$ cat config.mk
export PLATFORM = sky130hd
export DESIGN_NAME = cis_scan_chain
export DESIGN_NICKNAME = d
export VERILOG_FILES = /design/src/rtl/scan_pkg.sv /design/src/rtl/scan_ctrl.sv /design/src/rtl/scan_datapath.sv /design/src/rtl/scan_die.sv /design/src/rtl/cis_scan_chain.sv
export SDC_FILE = /design/constraint.sdc
export NUM_CORES = 1
export LEC_CHECK = 0
export BUFFER_PORTS_ARGS = -buffer_cell sky130_fd_sc_hd__buf_4
export CAP_MARGIN = 20
export CORE_MARGIN = 2
export CORE_UTILIZATION = 50
export CTS_BUF_LIST = sky130_fd_sc_hd__clkbuf_2
export DETAILED_ROUTE_END_ITERATION = 16
export PLACE_DENSITY = 0.71
export SLEW_MARGIN = 20
export SYNTH_ARGS = -nofsm -noshare
export SYNTH_HDL_FRONTEND = slang
export SYNTH_HIERARCHICAL = 1
export SYNTH_SLANG_ARGS = --single-unit
$ cat constraint.sdc
create_clock -name clk -period 12.68 [get_ports clk]
set_input_delay 2.536 -clock clk [delete_from_list [all_inputs] [get_ports clk]]
set_output_delay 2.536 -clock clk [all_outputs]
set_load 0.1 [all_outputs]
$ cat src/rtl/scan_pkg.sv
package scan_pkg;
  // Strobes from the control to the shift datapath
  typedef struct packed {
    logic inject;   // value entered into position 1 at this falling edge
    logic advance;  // register moves at this falling edge
  } scanStrobe_t;
endpackage

$ cat src/rtl/scan_ctrl.sv
module scan_ctrl
  import scan_pkg::*;
#(
  parameter int Positions = 128,
  localparam int CntW = $clog2(Positions + 1)
) (
  input  logic                 clk,
  input  logic                 rstN,
  input  logic                 startIn,
  input  logic [Positions-1:0] stages,
  output scanStrobe_t          strobe,
  output logic [CntW-1:0]      tokenCount
);

  always_comb begin
    strobe.inject  = startIn;
    // Hold the register when nothing is inside and nothing arrives
    strobe.advance = startIn | (|stages);
  end

  always_comb begin
    tokenCount = '0;
    for (int i = 0; i < Positions; i++)
      tokenCount = tokenCount + CntW'(stages[i]);
  end

  // a token entered behind a token still inside gives two or more
  a_r6_second_token: assert property (@(negedge clk) disable iff (!rstN)
    (strobe.inject && (|stages[Positions-2:0])) |=> (tokenCount >= CntW'(2)));

  // with no token entering and none leaving, the count is kept
  a_r3_count_kept: assert property (@(negedge clk) disable iff (!rstN)
    (!strobe.inject && !stages[Positions-1]) |=> $stable(tokenCount));

endmodule

$ cat src/rtl/scan_datapath.sv
module scan_datapath
  import scan_pkg::*;
#(
  parameter int Positions = 128
) (
  input  logic                 clk,
  input  logic                 rstN,
  input  scanStrobe_t          strobe,
  output logic [Positions-1:0] stages,
  output logic                 eos
);

  always_ff @(negedge clk or negedge rstN) begin
    if (!rstN)
      stages <= '0;
    else if (strobe.advance)
      stages <= {stages[Positions-2:0], strobe.inject};
  end

  assign eos = stages[Positions-1];

  // a captured start shows at position 1 after the edge
  a_r2_capture: assert property (@(negedge clk) disable iff (!rstN)
    strobe.inject |=> stages[0]);

  // no start at an empty register keeps it empty
  a_r2_idle_kept: assert property (@(negedge clk) disable iff (!rstN)
    (!strobe.inject && stages == '0) |=> stages == '0);

  // reset holds all stages clear
  a_r1_reset_clear: assert property (@(negedge clk)
    !rstN |-> stages == '0);

endmodule

$ cat src/rtl/scan_die.sv
module scan_die
  import scan_pkg::*;
#(
  parameter int Positions = 128,
  localparam int CntW = $clog2(Positions + 1)
) (
  input  logic                 clk,
  input  logic                 rstN,
  input  logic                 startIn,
  output logic [Positions-1:0] sel,
  output logic                 eos,
  output logic [CntW-1:0]      tokenCount
);

  scanStrobe_t strobe;

  scan_ctrl #(.Positions(Positions)) ctrl (
    .clk(clk), .rstN(rstN), .startIn(startIn), .stages(sel),
    .strobe(strobe), .tokenCount(tokenCount)
  );

  scan_datapath #(.Positions(Positions)) dp (
    .clk(clk), .rstN(rstN), .strobe(strobe), .stages(sel), .eos(eos)
  );

endmodule

$ cat src/rtl/cis_scan_chain.sv
module cis_scan_chain #(
  parameter int Positions = 128,
  parameter int NumDies   = 2,
  localparam int LineLen  = Positions * NumDies,
  localparam int CntW     = $clog2(Positions + 1),
  localparam int TotW     = $clog2(LineLen + 1)
) (
  input  logic               clk,
  input  logic               rstN,
  input  logic               startIn,
  output logic [LineLen-1:0] pixelSel,
  output logic               eosOut,
  output logic               multiToken
);

  logic [NumDies-1:0] eosChain;
  logic [CntW-1:0]    dieCount [NumDies];
  logic [TotW-1:0]    lineCount;

  for (genvar d = 0; d < NumDies; d++) begin : g_die
    logic dieStart;
    if (d == 0) begin : g_head
      assign dieStart = startIn;
    end else begin : g_link
      assign dieStart = eosChain[d-1];

      // handoff into the next die with no gap
      a_r5_handoff: assert property (@(negedge clk) disable iff (!rstN)
        eosChain[d-1] |=> pixelSel[d*Positions]);
    end

    scan_die #(.Positions(Positions)) die (
      .clk(clk), .rstN(rstN), .startIn(dieStart),
      .sel(pixelSel[d*Positions +: Positions]),
      .eos(eosChain[d]), .tokenCount(dieCount[d])
    );
  end

  always_comb begin
    lineCount = '0;
    for (int d = 0; d < NumDies; d++)
      lineCount = lineCount + TotW'(dieCount[d]);
  end

  assign multiToken = (lineCount > TotW'(1));
  assign eosOut     = eosChain[NumDies-1];

  // last position reached one edge after the one before it
  a_r4_eos_follows: assert property (@(negedge clk) disable iff (!rstN)
    pixelSel[LineLen-2] |=> eosOut);

  // end-of-scan drops once the token leaves, when none follows
  a_r4_eos_drops: assert property (@(negedge clk) disable iff (!rstN)
    (eosOut && !pixelSel[LineLen-2]) |=> !eosOut);

  // without the flag the bus is one-hot or empty
  a_r7_onehot: assert property (@(negedge clk) disable iff (!rstN)
    !multiToken |-> $onehot0(pixelSel));

endmodule

Yosys cells after proc, flatten, opt, wreduce, memory -nomap -nowiden:

Index checks and enable logic that the tools add are counted.

* input bits: 3
* flip-flop bits (word level): 256
* bits in latches: 0
* output and inout bits: 258
* memories: 0
* RAM bits: 0
* word-level logic and storage cells: 262
* bits in read-only memories: 0

* $add $sub $neg: 255
* bitwise logic cells: 2
* reduce and logical (&&, ||, !) cells: 2
* magnitude comparators: 1
* multiplexer cells: 0
* equal/unequal tests: 0
* shift operators: 0
* div/mod/pow operators: 0
* $mul: 0

Operators by type and width (count)
* 8-bit by 1-bit adder with 8-bit output: 240
* 128-bit OR reduction: 2
* 7-bit by 1-bit adder with 8-bit output: 2
* 6-bit by 1-bit adder with 7-bit output: 2
* 5-bit by 1-bit adder with 6-bit output: 2
* 4-bit by 1-bit adder with 5-bit output: 2
* 8-bit by 8-bit adder with 9-bit output: 1
* 9-bit by 1-bit > comparator with 1-bit output, second input constant: 1
* 3-bit by 1-bit adder with 4-bit output: 2
* 2-bit by 1-bit adder with 3-bit output: 2
* 1-bit by 1-bit adder with 2-bit output: 2
* 1-bit OR: 2

Logic depth before layout (Yosys ltp):

Gate-level depths: netlist (run 1).

* word-level depth: 129
* mapped depth: 31

Hierarchy:

Netlist (run 1), hierarchy kept.

By module, submodules not included
* scan_datapath: cells an instance 271, area an instance 4829.6 um^2, instances 2, sequential area each 3203.1 um^2
* scan_ctrl at g_die[0].die.ctrl: cells an instance 382, area an instance 3726.1 um^2, instances 1, sequential area each 0.0 um^2
* scan_ctrl at g_die[1].die.ctrl: cells an instance 380, area an instance 3718.6 um^2, instances 1, sequential area each 0.0 um^2
* cis_scan_chain: cells an instance 44, area an instance 346.6 um^2, instances 1, sequential area each 0.0 um^2

==> results of run 1 <==
## metal layers
metal  up-vias  GRT usage, %  routed length [µm]  part of all wire (%)
met2       438         47.44               24740                    51
met4         0         10.35                1430                   3.0
li1       5537             -                   -                     -
met3        85         4.674                3002                   6.2
met1      6300         35.11               19070                    40
met5         -             0                   0                     0
## logic make-up after synthesis
kind of cell | Yosys count | share of synthesized area, %
xor gates and xnor gates | 10 | 0.5019
DFF | 256 | 36.71
adders and majority gates | 291 | 30.80
AOI/OAI and AO/OA | 35 | 1.348
muxes | 259 | 16.70
and+or+nand+nor | 117 | 4.245
buffers and inverters | 380 | 9.694
## worst min-delay path, stage by stage, from the launching register on
cell	delay, ns
dfrtn_1	0.42
buf_4	0.14
mux2_2	0.14
## final cells by class
type | instances | area (µm²) | area share [%]
inverter | 348 | 1306 | 5.803
clock buffer | 106 | 530.5 | 2.357
sequential | 256 | 6406 | 28.46
tap | 455 | 569.3 | 2.529
clock inverter | 18 | 130.1 | 0.5781
antenna | 3 | 7.507 | 0.03335
multi-input combinational | 712 | 9404 | 41.78
timing repair buffer | 546 | 4155 | 18.46
## Yosys cell counts
cell	n	share of area, %
inv_1	348	7.5
dfrtn_1	256	37
nand4_1	17	0.61
nor4_2	7	0.50
nand2_1	7	0.15
a21oi_1	12	0.34
nor4_1	59	2.1
nand2b_1	2	0.072
xnor2_1	7	0.35
a211oi_2	1	0.072
mux2i_1	2	0.11
nand3_1	2	0.057
mux2_2	257	17
o21a_1	3	0.13
a211oi_1	2	0.086
nor3_1	1	0.029
nand4b_1	1	0.050
nor4b_2	1	0.086
o31ai_2	2	0.14
fa_1	231	27
nor2_1	14	0.30
nor4b_1	1	0.050
o211ai_1	3	0.13
ha_1	60	4.3
buf_6	12	0.77
o21ai_0	5	0.14
buf_4	4	0.17
nor3b_1	1	0.043
o21bai_1	1	0.043
xor2_1	3	0.15
a21o_1	3	0.13
a21boi_1	3	0.13
nor2b_1	3	0.11
nor3b_2	1	0.072
clkbuf_8	16	1.3
## how the worst max path moves through the flow
| stage | from | end | cells after the start | slack (ns) |
|---|---|---|---|---|
| final | g_die[0].die/dp/stages[59] | multiToken | 29 | -5.14 |
| after global placement | g_die[0].die/dp/stages[0] | multiToken | 25 | -4.31 |
| after detailed placement | g_die[0].die/dp/stages[111] | multiToken | 32 | -4.41 |
| after floorplan | g_die[0].die/dp/stages[111] | multiToken | 31 | -5.19 |
| after CTS | g_die[1].die/dp/stages[59] | multiToken | 30 | -5.26 |
| after global routing | g_die[0].die/dp/stages[59] | multiToken | 29 | -5.57 |
## report_power, final
part | internal [mW] | total [mW] | switching, mW
combinational | 2.27 | 4.59 | 2.32
sequential | 0.831 | 0.839 | 0.00796
clock | 0.262 | 0.622 | 0.359
total | 3.36 | 6.05 | 2.69
## per-stage QoR
step / instances / setup WS [ns] / power (mW)
after floorplan: 1348 / -5.192 / 3.771
after global placement: 2315 / -4.313 / 5.013
after detailed placement: 2315 / -4.406 / 5.145
after CTS: 2440 / -5.257 / 5.939
after global routing: 2444 / -5.567 / 6.632
final: 2444 / -5.144 / 6.054
## layout by cell type, fill, tap and decap left out, drive strengths merged, types with 5 or more instances in the layout
cell and instances:
nand2 7, dfrtn 256, nand4 17, fa 231, xnor2 7, clkinv 13
clkbuf 106, nor4 66, buf 546, a21oi 12, mux2 257, nor2 14
o21ai 5, inv 349, ha 60
## what timing repair did
action	CTS	global route
gates resized for setup	1	3
pin swaps	2	5
buffers inserted	1	1
setup endpoints to repair	1	1
==> impl_metrics.toml, run 1 <==
[setup_path]
cp_slowest_stage_delay_ns = 0.56
cp_top_family = "adder cells"
cpMostUsedCell = "fa_1"
worst_path_max_delay_cell = "fa_1"
crit_buf_inv = 10
worstSetupPathType = "reg2out"
arrival_ns = 15.29
crit_fanout = 6
reg2reg_to = "g_die[1].die/dp/stages[14]"
reg2reg_depth = 9
worstSetupStartpointType = "flip-flop"
worstReg2RegStart = "g_die[1].die/dp/stages[0]"
end_kind = "primary output"
cp.required_ns = 10.14
r2r_slack_ns = 9.06

[clock_tree]
cts_root_buffer = "clkbuf_2"
holdBufCountCts = 0
tritoncts = "built"
insertion_delay_ns = 0.77
cts-buffers-inserted = 71
cts_max_level = 3
clk_pin_slew_ns = 0.08
cts.sinks = 256
cts.path.max_buffers = 3

[global_route]
grt_pass1_wl_um = 75690
antenna_found_initial = 2
grt_pass1_vias = 13440
grt_overflow = 0
grt_usage_pct = 27.61
grt_max_degree = 110

[floorplanning]
fp.dieW_um = 190.8
rows = 68
dieHeight_um = 190.8
core_mm2 = 0.03446
dieArea_mm2 = 0.03641
start_util_pct = 50.64
io_pins = 261

[worst_hold_path]
hold_path_class = "reg2reg"
hold_path.startpoint = "g_die[1].die/dp/stages[29]"
hold_path_end = "g_die[1].die/dp/stages[30]"
whs_path_depth = 2

[route]
ant_nets = 0
drc = 0
drt_iter0_drc = 525
num_vias = 12360
wire_per_inst_um = 19.74
vias_per_cell = 5.057
dr.pass1.iters = 5
wirelength_um = 48240

[finish]
area_growth_syn_to_layout_pct = 28.99
reg_top3 = "g_die.die/dp/stages x256"
drive_gt1_share_pct = 47.23
fillerInstances = 2663
postLayoutCoreUtil_pct = 65.32
design_area_mm2 = 0.02251
fin_nets = 2229
regMostFlops = "g_die.die/dp/stages"
largest_reg_flops = 256

[synth]
yosysSeqAreaShare_pct = 36.71
ys_ff_latch = 256
ys_warn_count = 6
ys_types = 35
avgSynthCellArea_um2 = 12.95
syn-num-nets = 1642
syn_area_mm2 = 0.01745
syn_inst = 1348

[power_and_ir_drop]
vdd_drop_max_uv = 832.0
p_per_area_mw_per_mm2 = 268.9
p_leak_nw = 12.55

[placed_design]
dpl_cell_area_mm2 = 0.02181
place.gp.congestion = 0.9438
dp_hpwl_um = 38890
port_buffers = 260

[run_status]
run_status = "complete, but fails checks"
violations = "negative setup slack"

[timing]
grt_setup_unrepaired = "yes"
setup_viol = 1
final.setup.tns_ns = -5.144
slew_viol_final = 0
setup_slack_ns = -5.144
finalHoldViolCount = 0
skew_ns = 0.09191
hold_ws_ns = 0.5415
worst_pin_slew_ns = 0.8950
max_slew_margin_pct = 40.33

[run]
max-cap-violations = 0
(Power assumes the default switching activity.)
==> inputs of run 2 (changes only) <==
--- a/config.mk
+++ b/config.mk
@@ -5,6 +5,7 @@
 export SDC_FILE = /design/constraint.sdc
 export NUM_CORES = 1
 export LEC_CHECK = 0
+export ABC_AREA = 1
 export BUFFER_PORTS_ARGS = -buffer_cell sky130_fd_sc_hd__buf_4
 export CAP_MARGIN = 20
 export CORE_MARGIN = 2
==> run 2 against run 1 <==
Largest power group unchanged. Critical path depth is the same. Via count rose by 26%. Sequential power about the same. Worst setup slack improved by 0.24 ns. First-iteration DRC count increased by 98%. Total power is 13% higher. Synthesized cell count rose by 58%. The flow still finishes with violations (negative setup slack). Routed wire length increased by 11%. Global-route usage up 1.3 points.
==> impl_metrics.toml, run 2 <==
[route]
drt_iter0_drc = 1038
wirelength_um = 53450
drc = 0
num_vias = 15530
ant_nets = 0
dr.pass1.iters = 7
wire_per_inst_um = 16.44
vias_per_cell = 4.778

[floorplanning]
io_pins = 261
fp.dieW_um = 195.3
start_util_pct = 50.32
dieArea_mm2 = 0.03813
dieHeight_um = 195.3
rows = 70
core_mm2 = 0.03635

[clock_tree]
insertion_delay_ns = 0.84
cts.path.max_buffers = 3
cts_max_level = 3
clk_pin_slew_ns = 0.06
cts_root_buffer = "clkbuf_2"
tritoncts = "built"
cts-buffers-inserted = 72
cts.sinks = 256

[synth]
syn_inst = 2124
async_flop_share_pct = 100.0
yosys.area.top_type = "dfrtn_1"
synth_common_cells = "nand2_1 (907), inv_1 (418), dfrtn_1 (256)"
yosysSeqAreaShare_pct = 35.02
syn-num-nets = 2418
ys_warn_count = 6
avgSynthCellArea_um2 = 8.612
syn_area_mm2 = 0.01829
ys_ff_latch = 256
ys_types = 20
synth_most_common_cell = "nand2_1"
synth_edf_count = 0
yosysTopAreaCellShare_pct = 35.02
ys_top_cells_by_area = "dfrtn_1 (35%), fa_1 (25%), nand2_1 (19%), inv_1 (8.6%), ha_1 (4.1%)"
synth_ff_type = "dfrtn_1"

[timing]
finalHoldViolCount = 0
grt_setup_unrepaired = "yes"
setup_slack_ns = -4.900
skew_ns = 0.05136
slew_viol_final = 0
hold_ws_ns = 0.4903
worst_pin_slew_ns = 0.9116
setup_viol = 1
max_slew_margin_pct = 39.22

[power_and_ir_drop]
p_per_area_mw_per_mm2 = 292.1
p_leak_nw = 14.32
vdd_drop_max_uv = 956.3

[placed_design]
dpl_cell_area_mm2 = 0.02274
dp.cells = 3124
place.gp.congestion = 0.9135
port_buffers = 260
dp_hpwl_um = 42160

[finish]
drive_gt1_share_pct = 26.75
largest_reg_flops = 256
fin_nets = 3027
reg_top3 = "g_die.die/dp/stages x256"
most-common-layout-cells = "nand2_1 (903), buf_4 (592), inv_1 (404)"
design_area_mm2 = 0.02342
area_growth_syn_to_layout_pct = 28.03
regMostFlops = "g_die.die/dp/stages"
instances_no_fill = 3251
postLayoutCoreUtil_pct = 64.43
layout_commonest_cell = "nand2_1"
fillerInstances = 3028

[setup_path]
worst_path_max_delay_cell = "fa_1"
arrival_ns = 15.04
cpMostUsedCell = "fa_1"
worstSetupPathType = "reg2out"
worstSetupStartpointType = "flip-flop"
end_kind = "primary output"
crit_fanout = 4
reg2reg_depth = 14
cp.required_ns = 10.14
cp_slowest_stage_delay_ns = 0.56

[run_status]
run_status = "complete, but fails checks"
violations = "negative setup slack"

[worst_hold_path]
whs_path_depth = 2
hold_path_class = "reg2reg"

[global_route]
grt_pass1_vias = 15940
antenna_found_initial = 3
grt_pass1_wl_um = 84950
grt_max_degree = 101
grt_overflow = 0
grt_usage_pct = 28.92

[run]
max-cap-violations = 0
-- run 2: stage by stage --
| stage | TNS [ns] | total power, mW | setup slack [ns] |
|---|---|---|---|
| floorplan | -4.586 | 4.350 | -4.586 |
| finish | -4.900 | 6.840 | -4.900 |
| global route | -5.349 | 7.548 | -5.349 |
| CTS | -4.993 | 6.885 | -4.993 |
| detailed placement | -4.205 | 6.058 | -4.205 |
| global placement | -4.157 | 6.023 | -4.157 |
-- run 2: logic make-up (layout without fill, tap and decap cells) --
logic type                 count (synthesis)  count (layout)  synth area share [%]
DFF                                      256             256                 35.02
and+or+nand+nor                         1071            1071                 22.42
other                                      0               5                     0
AOI/OAI and AO/OA                         15              15                0.4788
xor gates and xnor gates                  10              10                0.4788
buffers and inverters                    481            1135                 12.21
adders and majority gates                291             291                 29.39
-- run 2: area by class of cell --
type,count,area [µm²],share of cell area (%)
inverters,421,1583,6.759
clock buffers,105,525.5,2.244
clock inverters,14,78.83,0.3366
well taps,468,585.6,2.501
diodes,5,12.51,0.05343
multi-input cells,1387,9727,41.54
flip-flops and latches,256,6406,27.36
repair buffers,595,4499,19.21
-- run 2: where the power goes --
part | total (mW) | switching [mW] | internal, mW
combinational | 5.39 | 2.97 | 2.42
clock | 0.608 | 0.371 | 0.237
sequential | 0.842 | 0.00976 | 0.832
-- run 2: metal layers --
| metal | vias up | wire, µm | global-route usage (%) |
|---|---|---|---|
| met2 | 512 | 24800 | 45.67 |
| met4 | 2 | 1225 | 8.736 |
| met3 | 87 | 4029 | 6.287 |
| met1 | 7601 | 23380 | 40.39 |
| met5 | - | 13 | 0 |
| li1 | 7332 | - | - |
-- run 2: final timing paths --
check / to / slack [ns] / start
max: multiToken / -4.90 / g_die[0].die/dp/stages[47]
min: g_die[1].die/dp/stages[4] / 0.49 / g_die[1].die/dp/stages[4]
max reg2reg: g_die[1].die/dp/stages[22] / 8.94 / g_die[1].die/dp/stages[0]
min reg2reg: g_die[1].die/dp/stages[4] / 0.49 / g_die[1].die/dp/stages[4]
max in group asynchronous: g_die[0].die/dp/stages[56] / 3.67 / rstN
min in group asynchronous: g_die[1].die/dp/stages[44] / 7.92 / rstN
-- run 2: repair_timing --
| item | CTS | global route |
|---|---|---|
| hold buffers | 0 | 0 |
| buffers inserted | 2 | 1 |
| resized for setup | 9 | 3 |
| setup endpoints to repair | 1 | 1 |
| pin swaps | 4 | 2 |
-- run 2: worst max-delay path: cells and delay by family, from the launching register on --
kind | cells | cell delay (ns)
AO/OA/AOI/OAI | 2 | 0.36
XOR/XNOR | 1 | 0.17
adder cells (fa/ha/maj) | 12 | 5.75
buffers and inverters | 7 | 0.52
flip-flops | 1 | 0.43
AND/OR/NAND/NOR | 7 | 0.65
==> inputs of run 3 (changes only) <==
--- a/config.mk
+++ b/config.mk
@@ -13,6 +13,7 @@
 export CTS_BUF_LIST = sky130_fd_sc_hd__clkbuf_2
 export DETAILED_ROUTE_END_ITERATION = 16
 export PLACE_DENSITY = 0.71
+export RECOVER_POWER = 50
 export SLEW_MARGIN = 20
 export SYNTH_ARGS = -nofsm -noshare
 export SYNTH_HDL_FRONTEND = slang
==> run 3 against run 2 <==
The flow finishes with violations (max-capacitance violations, max-slew violations, negative setup slack). Global-route usage unchanged. Clock power about the same. Worst hold slack better by 0.0020 ns. Clock-buffer cell count unchanged. Flip-flop and latch count unchanged. Via count down 0.16%. Cell area down 0.16%. First-iteration DRC count up 0.39%. Sequential share of layout area about the same. Total power about the same. Critical path type unchanged. Highest routed layer unchanged.
==> impl_metrics.toml, run 3 (synthesis gave the netlist of run 2 again) <==
[global_route]
grt_usage_pct = 28.92
grt_pass1_wl_um = 84950
grt_pass1_vias = 15940
grt_max_degree = 101
grt_overflow = 0
antenna_found_initial = 3

[route]
wire_per_inst_um = 16.43
drc = 0
vias_per_cell = 4.771
ant_nets = 0
dr.pass1.iters = 8
num_vias = 15510
drt_iter0_drc = 1042
wirelength_um = 53430

[floorplanning]
fp.dieW_um = 195.3
rows = 70
start_util_pct = 50.32
dieArea_mm2 = 0.03813
dieHeight_um = 195.3
io_pins = 261
core_mm2 = 0.03635

[finish]
instances_no_fill = 3251
area_growth_syn_to_layout_pct = 27.82
largest_reg_flops = 256
most-common-layout-cells = "nand2_1 (904), buf_4 (589), inv_1 (404)"
drive_gt1_share_pct = 26.64
fillerInstances = 3034
reg_top3 = "g_die.die/dp/stages x256"
fin_nets = 3027
regMostFlops = "g_die.die/dp/stages"
seqCellArea_mm2 = 0.006406
layout_commonest_cell = "nand2_1"
multi_input_area_mm2 = 0.009719

[power_and_ir_drop]
seqPwrFrac_pct = 12.3
p_leak_nw = 14.31
netSwitchingPower_mw = 3.349
p_sw_share_pct = 48.98
combPwrFrac_pct = 78.8
p_per_area_mw_per_mm2 = 292.5
internal-power_mw = 3.490
pwr-share-clk_pct = 8.9
vdd_drop_max_uv = 956.3

[setup_path]
arrival_ns = 15.05
cp.required_ns = 10.14
end_kind = "primary output"
worst_path_max_delay_cell = "fa_1"
cpMostUsedCell = "fa_1"
cp_slowest_stage_delay_ns = 0.56
crit_fanout = 4
worstSetupPathType = "reg2out"
worstSetupStartpointType = "flip-flop"

[timing]
setup_slack_ns = -4.902
grt_setup_unrepaired = "yes"
skew_ns = 0.05078
max_slew_margin_pct = -170.2
finalHoldViolCount = 0
setup_viol = 1
worst_pin_slew_ns = 4.054
final.setup.tns_ns = -4.902
slew_viol_final = 258

[clock_tree]
holdBufCountCts = 0
cts.path.max_buffers = 3
cts_root_buffer = "clkbuf_2"
cts_max_level = 3
cts.sinks = 256
insertion_delay_ns = 0.84
cts-buffers-inserted = 72
tritoncts = "built"
clk_pin_slew_ns = 0.06

[placed_design]
place.gp.congestion = 0.9135
dp.cells = 3124
port_buffers = 260
dp_hpwl_um = 42160

[run_status]
run_status = "complete, but fails checks"
violations = "max-capacitance violations, max-slew violations, negative setup slack"

[run]
max-cap-violations = 4

[worst_hold_path]
hold_path_class = "reg2reg"
run 3: routing by layer:
metal,global-route usage (%),part of all wire [%],routed length [µm],vias to the layer above
li1,-,-,-,7333
met1,40.39,44,23500,7590
met2,45.67,46,24840,501
met3,6.287,7.3,3897,83
met4,8.736,2.2,1175,2
met5,0,0.024,13,-
run 3: worst paths after layout:
| kind | start | to | slack, ns | depth (start not counted) |
|---|---|---|---|---|
| min reg2reg | g_die[1].die/dp/stages[4] | g_die[1].die/dp/stages[4] | 0.49 | 2 |
| max reg2reg | g_die[1].die/dp/stages[0] | g_die[1].die/dp/stages[22] | 5.40 | 14 |
| max | g_die[0].die/dp/stages[47] | multiToken | -4.90 | 29 |
| max in group asynchronous | rstN | g_die[0].die/dp/stages[60] | 0.41 | 2 |
| min | g_die[1].die/dp/stages[4] | g_die[1].die/dp/stages[4] | 0.49 | 2 |
| min in group asynchronous | rstN | g_die[1].die/dp/stages[44] | 9.33 | 1 |
run 3: power by group through the flow:
| stage | logic [mW] | registers, mW | clock network [mW] |
|---|---|---|---|
| 2_1_floorplan | 3.41 | 0.943 | 0 |
| 3_3_place_gp | 5.17 | 0.857 | 0 |
| 3_5_place_dp | 5.20 | 0.857 | 0 |
| 4_1_cts | 5.42 | 0.842 | 0.624 |
| 5_1_grt | 6.03 | 0.844 | 0.671 |
| 6_report | 5.39 | 0.842 | 0.608 |
run 3: worst max-delay path: cells and delay by family, from the launching register on:
family          cells  cell delay (ns)
fa+ha+maj          12             5.75
compound gates      2             0.36
xor+xnor            1             0.17
flops               1             0.43
buf+inv             7             0.52
simple gates        7             0.65
run 3: what timing repair did:
action,in CTS,in global routing
pin swaps,4,2
setup endpoints to repair,1,1
buffers inserted,2,1
gates resized for setup,9,3
run 3: final cells by class:
class	count	share of cell area (%)
clock buffers	105	2.248
flip-flops and latches	256	27.40
inverters	421	6.770
clock inverters	14	0.3372
diodes	5	0.05352
repair buffers	595	19.12
well taps	468	2.505
multi-input cells	1387	41.57
run 3: per-stage QoR:
stage / worst slack, ns / util (%) / instance area (µm²) / hold WS [ns] / power (mW)
2_1_floorplan: -4.586 / - / 18330 / 0.4477 / 4.350
3_3_place_gp: -4.157 / 62.57 / 22740 / 0.4764 / 6.023
3_5_place_dp: -4.205 / 62.57 / 22740 / 0.4877 / 6.058
4_1_cts: -4.993 / 64.37 / 23400 / 0.4911 / 6.885
5_1_grt: -5.349 / 64.32 / 23380 / 0.5222 / 7.547
6_report: -4.902 / 64.32 / 23380 / 0.4923 / 6.839
